`config.mk`:
```
export PLATFORM = sky130hd
export DESIGN_NAME = bscan_chain
export DESIGN_NICKNAME = d
export VERILOG_FILES = /design/src/rtl/bscan_chain.sv
export SDC_FILE = /design/constraint.sdc
export NUM_CORES = 1
export LEC_CHECK = 0
export BUFFER_PORTS_ARGS = -buffer_cell sky130_fd_sc_hd__buf_2
export CELL_PAD_IN_SITES_DETAIL_PLACEMENT = 1
export CELL_PAD_IN_SITES_GLOBAL_PLACEMENT = 1
export CORE_MARGIN = 5
export CORE_UTILIZATION = 41
export CTS_BUF_LIST = sky130_fd_sc_hd__clkbuf_4
export CTS_CLUSTER_DIAMETER = 150
export DETAILED_ROUTE_END_ITERATION = 10
export PLACE_DENSITY = 0.78
export SYNTH_ARGS = -nofsm -noshare
export SYNTH_HDL_FRONTEND = slang
export SYNTH_SLANG_ARGS = --single-unit
```
`constraint.sdc`:
```
create_clock -name tck -period 0.9 [get_ports tck]
set_clock_uncertainty 0.2 [all_clocks]
set_input_delay 0.045 -clock tck [delete_from_list [all_inputs] [get_ports tck]]
set_output_delay 0.045 -clock tck [all_outputs]
set_load 0.02 [all_outputs]
```
`src/rtl/bscan_chain.sv`:
```
module bscan_chain #(
  parameter int NPINS = 4,
  parameter logic [NPINS-1:0] XMASK = 4'b0011,
  parameter int NTAIL = 5
) (
  input  logic             tck,
  input  logic             trst_n,
  input  logic             tdi,
  input  logic             capture_dr,
  input  logic             shift_dr,
  input  logic             update_dr,
  input  logic             extest,
  input  logic             highz,
  input  logic [NPINS-1:0] core_out,
  input  logic [NPINS-1:0] core_oe,
  input  logic [NPINS-1:0] pad_in,
  output logic             tdo,
  output logic [NPINS-1:0] pad_out,
  output logic [NPINS-1:0] pad_oe,
  output logic [NPINS-1:0] core_in
);

  function automatic int above(input int p);
    int s = 0;
    for (int j = 0; j < p; j++) s += XMASK[j] ? 4 : 2;
    return s;
  endfunction

  localparam int LEN = NTAIL + above(NPINS);

  function automatic int ctl_at(input int p);
    return LEN - 1 - above(p) - (XMASK[p] ? 2 : 0);
  endfunction

  function automatic logic [LEN-1:0] safe_vec();
    logic [LEN-1:0] v = '0;
    for (int k = 0; k < NTAIL; k++) v[k] = 1'b1;
    for (int p = 0; p < NPINS; p++) v[ctl_at(p)] = 1'b1;
    return v;
  endfunction

  localparam logic [LEN-1:0] SAFE = safe_vec();

  logic [LEN-1:0] sr, up, cap;

  always_comb begin
    cap = up;
    for (int p = 0; p < NPINS; p++) cap[ctl_at(p) - 1] = pad_in[p];
  end

  always_ff @(posedge tck or negedge trst_n) begin
    if (!trst_n) begin
      sr <= SAFE;
      up <= SAFE;
    end else begin
      if (capture_dr)    sr <= cap;
      else if (shift_dr) sr <= {tdi, sr[LEN-1:1]};
      if (update_dr)     up <= sr;
    end
  end

  assign tdo     = sr[0];
  assign core_in = pad_in;

  for (genvar p = 0; p < NPINS; p++) begin : g_pin
    localparam int C = ctl_at(p);
    assign pad_out[p] = extest ? up[C-1] : core_out[p];
    assign pad_oe[p]  = !highz && (extest ? !up[C] : core_oe[p]);
  end

endmodule


```
==> results <==
- The initial antenna violation count is 0.
- The number of cells in the design after placement is 209.
- The worst path buffer plus inverter count is 1.
- Measured along the x axis, the die boundary spans 73.4 um.
- The antenna violation net count after detailed routing is 0.
- The first detailed-routing pass took 4 iterations.
- The pin count of the biggest net entering global routing is 35.
- The number of port buffers is 32.
- After detailed routing, the average wire length per cell comes to 17.8 um.
- The final total power is 4630 uW.
- The number of filler instances in the final layout is 413.
- Once routing completed, OpenROAD measured the worst setup slack at -0.561 ns.
- For this block, the routed nets add up to 4100 um of wire.
- The register area share after synthesis is 0.530.
- For this run, the number of Yosys warnings is 0.
- The total count of max-transition violations in the final report is 0.
- Setup repair after global routing could not meet its margin everywhere.
- Dividing the final minimum period by the clock period gives 1.62.
- The via count of the first global-routing pass is 1,383.
- Setup violations remaining at the end of the flow were counted as 43.
- The first global-routing pass estimated 6560 um of wire.
- Detailed routing inserted a total of 1,173 vias.
- The critical path is of the reg -> out type.
- The final reports fail on negative hold slack, negative setup slack.
- Of the total power, the share spent switching nets is 0.294.
- The post-synthesis area per instance is 12.8 um^2.
- The starting density of the core is 0.418.
- The maximum achievable frequency is 0.685 GHz.
- The post-layout instance count excluding filler cells is 230.
- The H-tree was split into 2 levels.
- The diode insertion count for antenna repair is 0.
- The portion of total power attributed to the clock network is 0.189.
- In this run, CTS created clock tree buffers numbering 5.
- On the final layout, the worst hold slack is -0.136 ns.
- Pin placement for this block handled 33 I/O pins.
- The sum of net half-perimeters after detailed placement is 2600 um.
- The run finished, with violations left.
- The leakage component of the power is 0.00106 uW.
- The net switching power is 1360 uW.
- TritonCTS built the clock tree.
- The post-synth design cell area is 0.00165 mm^2.
- The share of total power dissipated in sequential elements is 0.499.
- The clock latency reported for the late side of the worst-skew pair is 0.35 ns.
- The slew at the pin closest to its max-slew limit is 0.318 ns.
- The endpoint kind of the worst setup timing path is a primary output.
- The nature of the critical path startpoint is a flop.
- Along the worst path, the maximum fanout reaches 2.
- The final estimated routing congestion in global placement is 0.753.
- The vertical die dimension is 73.4 um.
- After clock tree synthesis, the clock-pin slew on the worst setup and hold paths is 0.11 ns.
- The number of nets in the layout is 199.
- The placed instances occupy a cell area of 0.00197 mm^2.
- The power per cell area is 2040 mW/mm^2.
- Headroom to the max-slew limit came out at 0.788.
- The relative area change from synthesis to final layout is 37.6%.
- The tree built by TritonCTS fans out to 34 sinks.
- The post-layout minimum cycle time is 1.46 ns.
- The root buffer cell is clkbuf_4.
- The initialized floorplan defines 23 standard-cell rows.
- The share of total power dissipated in combinational logic is 0.313.
- The maximum clock path buffer count is 2.
- The number of vias per cell after detailed routing is 5.10.
- The post-detailed-route DRC marker count is 0.
- Hold repair after CTS inserted 6 buffers.
- In this run, synthesis produced a sequential element count of 34.
- The signal arrival time at the worst endpoint is 1.22 ns.
- The longest individual stage delay on the worst path is 0.56 ns.
- The overall overflow remaining after global route is 0.
- The die covers 0.00538 mm^2.
- The kind of cell with the highest combined delay along the critical path is flip-flops.
- The tightest min-delay check is of the in -> reg type.
- In the final layout, the share of cells above drive strength 1 is 0.617.
- The slowest stage of the critical path belongs to the cell dfstp_2.
- The data required time at the worst endpoint is 0.65 ns.
- In this run the standard cell core region covers 0.00394 mm^2.
- The tool flagged a number of max-cap violations equal to 0.
- The total track usage is 0.164.
- The hold violation count in the final report is 33.
- The net count after synthesis is 149.
- The post-route standard cell area excluding fillers is 0.00227 mm^2.
- VDD sags by at most 0.000905 V.
- Counting every instance in the synthesized netlist gives 129.
- The number of design-rule violations left by the first detailed-router iteration is 39.
- The number of distinct standard cells referenced by the synthesized netlist is 17.
- The internal power component is 3270 uW.
- The critical path goes through nand2b_4 > a21oi_4 > buf_6.
path summary, 6_finish.rpt:
kind	startpoint	endpoint	slack, ns	cells after the start
setup / recovery	up[6]	pad_oe[3]	-0.56	3
hold / removal	capture_dr	sr[10]	-0.14	3
setup reg to reg	up[14]	up[14]	-0.24	3
hold reg to reg	up[3]	sr[3]	0.27	2
max in group asynchronous	trst_n	sr[8]	0.28	3
min in group asynchronous	trst_n	up[11]	-0.03	3
layer usage:
metal,share of wire,track usage,vias to the layer above
met2,0.57,0.317,29
met1,0.37,0.162,598
met5,0,0,-
met3,0.049,0.0438,7
li1,-,-,539
met4,0.018,0.0704,0
registers in the layout, indices dropped and copies added, names as in the netlist:
signal,cells
sr,17
up,17
cell type report:
cell class              count  area (um^2)  area share
repair buffers             55          484       0.214
multi-input cells          83          790       0.348
clock inverters             1         3.75     0.00166
flip-flops and latches     34          873       0.385
well taps                  50         62.6      0.0276
clock buffers               7         52.6      0.0232
synth_stat cells:
cell,n,share of area
nand2_1,17,0.039
buf_4,4,0.018
nor2_1,1,0.0023
o21ai_1,9,0.027
buf_2,4,0.012
buf_12,2,0.024
nand2b_1,6,0.023
o21ai_2,1,0.0053
a21oi_1,3,0.0091
dfrtp_1,16,0.24
o21ai_0,7,0.021
dfstp_2,18,0.29
mux2_2,11,0.075
mux2_4,10,0.091
mux2i_1,17,0.10
buf_6,2,0.014
a211oi_1,1,0.0046
power groups by stage:
stage / Combinational, uW / Sequential [uW] / Clock [uW]
2_1_floorplan: 791 / 2230 / 0
5_1_grt: 1560 / 2360 / 963
3_3_place_gp: 1050 / 2260 / 0
6_report: 1450 / 2310 / 874
4_1_cts: 1360 / 2280 / 893
3_5_place_dp: 1110 / 2300 / 0
worst min-delay path, stage by stage:
cell and delay (ns):
buf_2 0.10, buf_12 0.19, o21ai_2 0.08
kinds of logic after synthesis:
group	share of synthesized area
compound gates	0.0676
flops	0.530
buf+inv	0.0684
mux	0.270
simple gates	0.0638
cell usage in the layout (no fill, tap or decap), drive strengths merged:
cell / Yosys / layout
buf: 12 / 49
nand2: 17 / 17
a211oi: 1 / 1
dfstp: 18 / 18
nor2: 1 / 1
mux2i: 17 / 17
mux2: 21 / 21
a21oi: 3 / 3
nand2b: 6 / 6
clkinv: 0 / 1
dlygate4sd3: 0 / 6
o21ai: 17 / 17
dfrtp: 16 / 16
clkbuf: 0 / 7
per-stage QoR:
step | util | hold slack (ns) | setup slack, ns | setup TNS, ns
after global routing | 0.575 | -0.127 | -0.609 | -10.40
after detailed placement | 0.500 | -0.185 | -0.197 | -4.12
after floorplan | - | -0.451 | -0.130 | -1.23
final | 0.575 | -0.136 | -0.561 | -8.85
after CTS | 0.562 | -0.148 | -0.557 | -8.39
after global placement | 0.500 | -0.187 | -0.170 | -3.19
timing repair:
item                                   in CTS  in global routing
resized for setup                          26                 14
setup endpoints to repair                  43                 43
cloned                                      0                  0
buffers inserted                            7                  6
endpoints found under the hold margin      68                 33
pin swaps                                   0                  2
Note: power is estimated with default switching activity, not from simulation.
